## src/rtl/qctx_pkg.sv

```systemverilog
package qctx_pkg;

  // word index of each host-visible offset (byte offset >> 2)
  localparam logic [2:0] WIX_BASE_LO = 3'd0;
  localparam logic [2:0] WIX_BASE_HI = 3'd1;
  localparam logic [2:0] WIX_CTRL    = 3'd2;
  localparam logic [2:0] WIX_CFG     = 3'd3;
  localparam logic [2:0] WIX_PTRS    = 3'd4;

  localparam logic [15:0] OP_SIZE = 16'h8002;
  localparam logic [15:0] OP_PROD = 16'h8080;
  localparam logic [15:0] OP_CONS = 16'h8090;
  localparam logic [15:0] OP_FUNC = 16'h8001;
  localparam logic [23:0] OP_EN   = 24'h400001;

  typedef enum logic [2:0] {
    CK_NONE,
    CK_SIZE,
    CK_CQN,
    CK_PROD,
    CK_CONS,
    CK_EN,
    CK_FUNC
  } cmd_kind_e;

  typedef struct packed {
    cmd_kind_e   kind;
    logic [31:0] arg;
  } qcmd_t;

endpackage

```

## src/rtl/qctx_cmd_decode.sv

```systemverilog
module qctx_cmd_decode
  import qctx_pkg::*;
(
  input  logic        ctrl_wr,
  input  logic [31:0] word,
  output qcmd_t       cmd
);

  always_comb begin
    cmd.arg  = word;
    cmd.kind = CK_NONE;
    if (ctrl_wr) begin
      if (word[31:30] == 2'b11)           cmd.kind = CK_CQN;
      else if (word[31:16] == OP_SIZE)    cmd.kind = CK_SIZE;
      else if (word[31:16] == OP_PROD)    cmd.kind = CK_PROD;
      else if (word[31:16] == OP_CONS)    cmd.kind = CK_CONS;
      else if (word[31:16] == OP_FUNC)    cmd.kind = CK_FUNC;
      else if (word[31:8]  == OP_EN)      cmd.kind = CK_EN;
    end
  end

endmodule

```

## src/rtl/qctx_state.sv

```systemverilog
module qctx_state
  import qctx_pkg::*;
#(
  parameter int PTR_W      = 16,
  parameter int CQN_W      = 16,
  parameter int FUNC_W     = 16,
  parameter int DESC_BYTES = 16,
  parameter int ALIGN_BITS = 12
) (
  input  logic              clk,
  input  logic              rst,
  input  logic              wr_base_lo,
  input  logic              wr_base_hi,
  input  logic              ctrl_wr,
  input  logic [31:0]       wdata,
  input  qcmd_t             cmd,
  input  logic              cons_adv,
  output logic [63:0]       base,
  output logic [7:0]        ring_log,
  output logic [7:0]        blk_log,
  output logic [31:0]       stride,
  output logic [CQN_W-1:0]  cqn,
  output logic [FUNC_W-1:0] func,
  output logic [PTR_W-1:0]  prod,
  output logic [PTR_W-1:0]  cons,
  output logic              enable,
  output logic              active
);

  localparam int HI_ALIGN = 32 - ALIGN_BITS;

  logic [HI_ALIGN-1:0] base_lo_q;
  logic [31:0]         base_hi_q;

  always_ff @(posedge clk) begin
    if (rst) begin
      base_lo_q <= '0;
      base_hi_q <= '0;
    end else begin
      if (wr_base_lo) base_lo_q <= wdata[31:ALIGN_BITS];
      if (wr_base_hi) base_hi_q <= wdata;
    end
  end

  assign base = {base_hi_q, base_lo_q, {ALIGN_BITS{1'b0}}};

  always_ff @(posedge clk) begin
    if (rst) begin
      ring_log <= '0;
      blk_log  <= '0;
      stride   <= 32'(DESC_BYTES);
      cqn      <= '0;
      func     <= '0;
      enable   <= 1'b0;
    end else begin
      case (cmd.kind)
        CK_SIZE: begin
          ring_log <= cmd.arg[7:0];
          blk_log  <= cmd.arg[15:8];
          stride   <= 32'(DESC_BYTES) << cmd.arg[15:8];
        end
        CK_CQN:  cqn    <= cmd.arg[CQN_W-1:0];
        CK_FUNC: func   <= cmd.arg[FUNC_W-1:0];
        CK_EN:   enable <= cmd.arg[0];
        default: ;
      endcase
    end
  end

  // producer pointer: host load only
  always_ff @(posedge clk) begin
    if (rst)                     prod <= '0;
    else if (cmd.kind == CK_PROD) prod <= cmd.arg[PTR_W-1:0];
  end

  // consumer pointer: host load has priority over datapath advance
  always_ff @(posedge clk) begin
    if (rst)                      cons <= '0;
    else if (cmd.kind == CK_CONS) cons <= cmd.arg[PTR_W-1:0];
    else if (cons_adv && enable)  cons <= cons + 1'b1;
  end

  assign active = enable && (prod != cons);

  a_r1_reset_idle: assert property (@(posedge clk)
    $past(rst) |-> (!enable && prod == '0 && cons == '0));

  a_r9_adv_step: assert property (@(posedge clk) disable iff (rst)
    (cons_adv && enable && cmd.kind != CK_CONS) |=> cons == PTR_W'($past(cons) + 1'b1));

  a_r10_adv_ignored: assert property (@(posedge clk) disable iff (rst)
    (cons_adv && !enable && cmd.kind != CK_CONS) |=> $stable(cons));

  a_r5_prod_load: assert property (@(posedge clk) disable iff (rst)
    (ctrl_wr && wdata[31:16] == OP_PROD) |=> prod == $past(wdata[PTR_W-1:0]));

  a_r11_unknown_ignored: assert property (@(posedge clk) disable iff (rst)
    (ctrl_wr && cmd.kind == CK_NONE && !(cons_adv && enable))
      |=> ($stable(enable) && $stable(prod) && $stable(cons) && $stable(cqn)
           && $stable(func) && $stable(ring_log) && $stable(blk_log)));

endmodule

```

## src/rtl/qctx_readmux.sv

```systemverilog
module qctx_readmux
  import qctx_pkg::*;
#(
  parameter int PTR_W  = 16,
  parameter int CQN_W  = 16,
  parameter int WIX_W  = 3
) (
  input  logic             clk,
  input  logic             rst,
  input  logic             rd,
  input  logic [WIX_W-1:0] rwix,
  input  logic [63:0]      base,
  input  logic [7:0]       ring_log,
  input  logic [7:0]       blk_log,
  input  logic [CQN_W-1:0] cqn,
  input  logic [PTR_W-1:0] prod,
  input  logic [PTR_W-1:0] cons,
  input  logic             enable,
  input  logic             active,
  output logic [31:0]      rdata,
  output logic             rvalid
);

  logic [31:0] sel;

  always_comb begin
    sel = '0;
    case (rwix)
      WIX_W'(WIX_BASE_LO): sel = base[31:0];
      WIX_W'(WIX_BASE_HI): sel = base[63:32];
      WIX_W'(WIX_CTRL): begin
        sel[0] = enable;
        sel[3] = active;
      end
      WIX_W'(WIX_CFG): begin
        sel[7:0]          = ring_log;
        sel[15:8]         = blk_log;
        sel[16 +: CQN_W]  = cqn;
      end
      WIX_W'(WIX_PTRS): begin
        sel[0 +: PTR_W]   = prod;
        sel[16 +: PTR_W]  = cons;
      end
      default: sel = '0;
    endcase
  end

  always_ff @(posedge clk) begin
    if (rst) begin
      rdata  <= '0;
      rvalid <= 1'b0;
    end else begin
      rvalid <= rd;
      if (rd) rdata <= sel;
    end
  end

  a_r12_rvalid_follows: assert property (@(posedge clk) disable iff (rst)
    rd |=> rvalid);

  a_r12_rvalid_idle: assert property (@(posedge clk) disable iff (rst)
    !rd |=> !rvalid);

  a_r8_status_bits: assert property (@(posedge clk) disable iff (rst)
    (rd && rwix == WIX_W'(WIX_CTRL)) |=> (rdata[3] == $past(active) && rdata[0] == $past(enable)));

endmodule

```

## src/rtl/qctx_regfile.sv

```systemverilog
module qctx_regfile
  import qctx_pkg::*;
#(
  parameter int ADDR_W     = 5,
  parameter int PTR_W      = 16,
  parameter int CQN_W      = 16,
  parameter int FUNC_W     = 16,
  parameter int DESC_BYTES = 16,
  parameter int ALIGN_BITS = 12
) (
  input  logic              clk,
  input  logic              rst,
  input  logic              host_wr,
  input  logic [ADDR_W-1:0] host_waddr,
  input  logic [31:0]       host_wdata,
  input  logic              host_rd,
  input  logic [ADDR_W-1:0] host_raddr,
  output logic [31:0]       host_rdata,
  output logic              host_rvalid,
  input  logic              dp_cons_adv,
  output logic [63:0]       q_base,
  output logic [7:0]        q_ring_log,
  output logic [7:0]        q_blk_log,
  output logic [31:0]       q_stride,
  output logic [CQN_W-1:0]  q_cqn,
  output logic [FUNC_W-1:0] q_func,
  output logic [PTR_W-1:0]  q_prod,
  output logic [PTR_W-1:0]  q_cons,
  output logic              q_enable,
  output logic              q_active
);

  localparam int WIX_W = ADDR_W - 2;

  logic [WIX_W-1:0] wwix, rwix;
  logic             wr_lo, wr_hi, wr_ctrl;
  qcmd_t            cmd;

  assign wwix    = host_waddr[ADDR_W-1:2];
  assign rwix    = host_raddr[ADDR_W-1:2];
  assign wr_lo   = host_wr && (wwix == WIX_W'(WIX_BASE_LO));
  assign wr_hi   = host_wr && (wwix == WIX_W'(WIX_BASE_HI));
  assign wr_ctrl = host_wr && (wwix == WIX_W'(WIX_CTRL));

  qctx_cmd_decode u_dec (
    .ctrl_wr (wr_ctrl),
    .word    (host_wdata),
    .cmd     (cmd)
  );

  qctx_state #(
    .PTR_W(PTR_W), .CQN_W(CQN_W), .FUNC_W(FUNC_W),
    .DESC_BYTES(DESC_BYTES), .ALIGN_BITS(ALIGN_BITS)
  ) u_state (
    .clk       (clk),
    .rst       (rst),
    .wr_base_lo(wr_lo),
    .wr_base_hi(wr_hi),
    .ctrl_wr   (wr_ctrl),
    .wdata     (host_wdata),
    .cmd       (cmd),
    .cons_adv  (dp_cons_adv),
    .base      (q_base),
    .ring_log  (q_ring_log),
    .blk_log   (q_blk_log),
    .stride    (q_stride),
    .cqn       (q_cqn),
    .func      (q_func),
    .prod      (q_prod),
    .cons      (q_cons),
    .enable    (q_enable),
    .active    (q_active)
  );

  qctx_readmux #(
    .PTR_W(PTR_W), .CQN_W(CQN_W), .WIX_W(WIX_W)
  ) u_rmux (
    .clk     (clk),
    .rst     (rst),
    .rd      (host_rd),
    .rwix    (rwix),
    .base    (q_base),
    .ring_log(q_ring_log),
    .blk_log (q_blk_log),
    .cqn     (q_cqn),
    .prod    (q_prod),
    .cons    (q_cons),
    .enable  (q_enable),
    .active  (q_active),
    .rdata   (host_rdata),
    .rvalid  (host_rvalid)
  );

endmodule

```

## config.mk

```make
export PLATFORM = sky130hd
export DESIGN_NAME = qctx_regfile
export DESIGN_NICKNAME = d
export VERILOG_FILES = /design/src/rtl/qctx_pkg.sv /design/src/rtl/qctx_cmd_decode.sv /design/src/rtl/qctx_state.sv /design/src/rtl/qctx_readmux.sv /design/src/rtl/qctx_regfile.sv
export SDC_FILE = /design/constraint.sdc
export NUM_CORES = 1
export LEC_CHECK = 0
export BUFFER_PORTS_ARGS = -buffer_cell sky130_fd_sc_hd__buf_2
export CAP_MARGIN = 15
export CELL_PAD_IN_SITES_DETAIL_PLACEMENT = 2
export CELL_PAD_IN_SITES_GLOBAL_PLACEMENT = 2
export CORE_MARGIN = 4
export CORE_UTILIZATION = 33
export CTS_CLUSTER_SIZE = 28
export DETAILED_ROUTE_END_ITERATION = 8
export GPL_TIMING_DRIVEN = 0
export PLACE_DENSITY = 0.85
export SYNTH_ARGS = -nofsm -noshare
export SYNTH_HDL_FRONTEND = slang
export SYNTH_HIERARCHICAL = 1
export SYNTH_SLANG_ARGS = --single-unit
```

## constraint.sdc

```tcl
create_clock -name clk -period 5.8 [get_ports clk]
set_clock_uncertainty 0.1 [all_clocks]
set_input_delay 0.87 -clock clk [delete_from_list [all_inputs] [get_ports clk]]
set_output_delay 0.87 -clock clk [all_outputs]
set_load 0.005 [all_outputs]
```

==> flow_summary.yaml <==
outcome:
  run_status: "complete, no violations"
worst_setup_path:
  cp-start-kind: "input pin"
  regToRegEndpoint: "u_rmux/rdata[3]"
  cp.arrival_ns: 3.59
  path_max_fanout: 10
  worstReg2RegStart: "u_state/cons[6]"
  crit_type: "in -> reg"
  critPathRequiredTime_ns: 6.06
  end_kind: "register"
  rr_worst_depth: 6
  rrSetupSlack_ns: 3.51
grt:
  antenna_found_initial: 1
  grt_pass1_vias: 9616
  overflow: 0
  grt_usage_pct: 25.85
  grt_pass1_wl_mm: 60.33
  grt_max_degree: 19
cells_and_area:
  nets: 1348
  layout-drive-gt1-share_pct: 28.33
  area_growth_pct: 24.82
placed_design:
  io_buffers: 236
  hpwl_mm: 30.41
  gp_congestion: 0.8871
timing:
  period_share_pct: 57.46
  relSlewSlack_pct: 39.61
  drv_slew: 0
  fin_hold_ws_ns: 0.3563
  rsz0062_at_grt: "false"
  timing.final.crit_period_ns: 3.333
  worstMarginPinSlew_ns: 0.9059
  totalNegativeSetupSlack_ns: 0
  fmax_mhz: 300.0
  setup_viol: 0
  finalHoldViolCount: 0
synth:
  ys_warn_count: 6
  avgSynthCellArea_sq_um: 8.683
  syn-cell-area_sq_mm: 0.008944
  syn_inst: 1030
die:
  rows: 59
  core_area_sq_mm: 0.02635
  start_util_pct: 33.94
  die_h_um: 172.6
  io_pins: 258
  die_area_sq_mm: 0.02980
  die_w_um: 172.6
cts:
  clockRootBuffer: "clkbuf_16"
  cts.sinks: 194
  clockBufferDepth: 2
  path_clk_slew_ns: 0.07
  clk_latency_ns: 0.44
  tritoncts.num_buffers: 17
  post_cts_buffers: 0
  cts_tree: "done"
  h-tree-depth: 4
  cts_hold_buffers: 0
  ctsResizeCount: 0
pwr:
  p_seq_share_pct: 49.3
  p_sw_mw: 0.7436
  p_clk_share_pct: 42.6
  internal-power_mw: 1.991
  cellLeakagePower_nw: 4.616
  comb_power_share_pct: 8.0
  netSwitchingFraction_pct: 27.19
  peakVddDrop_mv: 0.1242
  power_density_mw_per_mm2: 245.0
routing:
  drt_iter0_markers: 571
  viasPerCell: 5.455
  first_pass_iters: 5
  ant_nets: 0
  drc: 0
  drt_wl_total_mm: 40.39
  routedWlPerCell_um: 24.50
  dr_total_vias: 8996
hold_path:
  hold_start: "u_state/func[9]"
  hp-class: "reg -> reg"
  holdPathEnd: "u_state/func[9]"
  min_path_cells: 2
flow_run:
  max_cap_viol_count: 0
## power by group through the flow
stage	registers [mW]	clock network, mW	logic [mW]
detailed placement	1.38	0	0.214
floorplan	1.38	0	0.118
global placement	1.38	0	0.209
global route	1.35	1.24	0.235
CTS	1.35	1.18	0.216
finish	1.35	1.17	0.219
## stage by stage
stage,utilization [%],cells,setup slack (ns),area (sq um),total power [mW]
after floorplan,-,1045,2.873,9000,1.498
after global placement,40.22,1616,2.236,10600,1.589
after detailed placement,40.22,1616,2.154,10600,1.595
after CTS,42.35,1648,2.472,11160,2.750
after global routing,42.36,1649,2.301,11160,2.823
final,42.36,1649,2.467,11160,2.735
## flip-flops by register name, indices dropped and copies added, names as in the netlist
signal / cells
u_rmux/rdata: 32
u_rmux/rvalid: 1
u_state/base_hi_q: 32
u_state/base_lo_q: 20
u_state/blk_log: 8
u_state/cons: 16
u_state/cqn: 16
u_state/enable: 1
u_state/func: 16
u_state/prod: 16
u_state/ring_log: 8
u_state/stride: 28
## layer usage
layer | vias up | part of all wire, % | global-route usage, %
met5 | - | 0 | 0
li1 | 4075 | - | -
met1 | 4547 | 43 | 31.92
met4 | 0 | 2.2 | 8.017
met2 | 324 | 48 | 44.48
met3 | 50 | 6.6 | 6.594
## final cells by class
type	count	area (sq um)
Antenna cell	1	2.502
Fill cell	3042	15190
Sequential cell	194	3884
Timing Repair Buffer	236	1181
Tap cell	335	419.2
Clock buffer	18	439.2
Clock inverter	14	121.4
Multi-Input combinational cell	730	4439
Buffer	115	654.4
Inverter	6	22.52
## layout by cell type (no fill, tap or decap), types with 5 or more instances in the layout
cell type	n
nand3_1	5
inv_1	5
a311oi_1	5
xnor2_1	22
nor2b_1	5
nor2_1	128
buf_4	44
conb_1	16
dfxtp_1	194
nand2_1	172
clkbuf_1	40
o21ai_0	5
a22oi_1	15
a211oi_1	8
o21ai_1	30
a22o_1	8
nor3_1	5
clkbuf_16	17
xor2_1	5
a32o_1	30
mux2i_1	84
a21oi_1	103
buf_2	264
nand2b_1	5
nand4_1	14
## worst max path at each step
| stage | from | endpoint | slack (ns) | cells past startpoint |
|---|---|---|---|---|
| after global placement | host_wdata[27] | u_state/cqn[14] | 2.24 | 11 |
| after detailed placement | host_wdata[27] | u_state/cqn[10] | 2.15 | 11 |
| after global routing | host_wdata[27] | u_state/cqn[12] | 2.30 | 11 |
| after floorplan | host_wdata[19] | u_state/cons[9] | 2.87 | 10 |
| final | host_wdata[27] | u_state/cqn[12] | 2.47 | 11 |
| after CTS | host_wdata[27] | u_state/cqn[12] | 2.47 | 11 |
## critical path, cell delays in order
cell	delay [ns]
buf_2	0.13
nor4_4	0.37
nand4_1	0.19
o32a_1	0.38
nor3_2	0.14
buf_2	0.26
or3b_1	0.14
clkbuf_1	0.30
clkbuf_1	0.46
nand2_1	0.14
a21oi_1	0.19
Note: power is estimated with default switching activity, not from simulation.
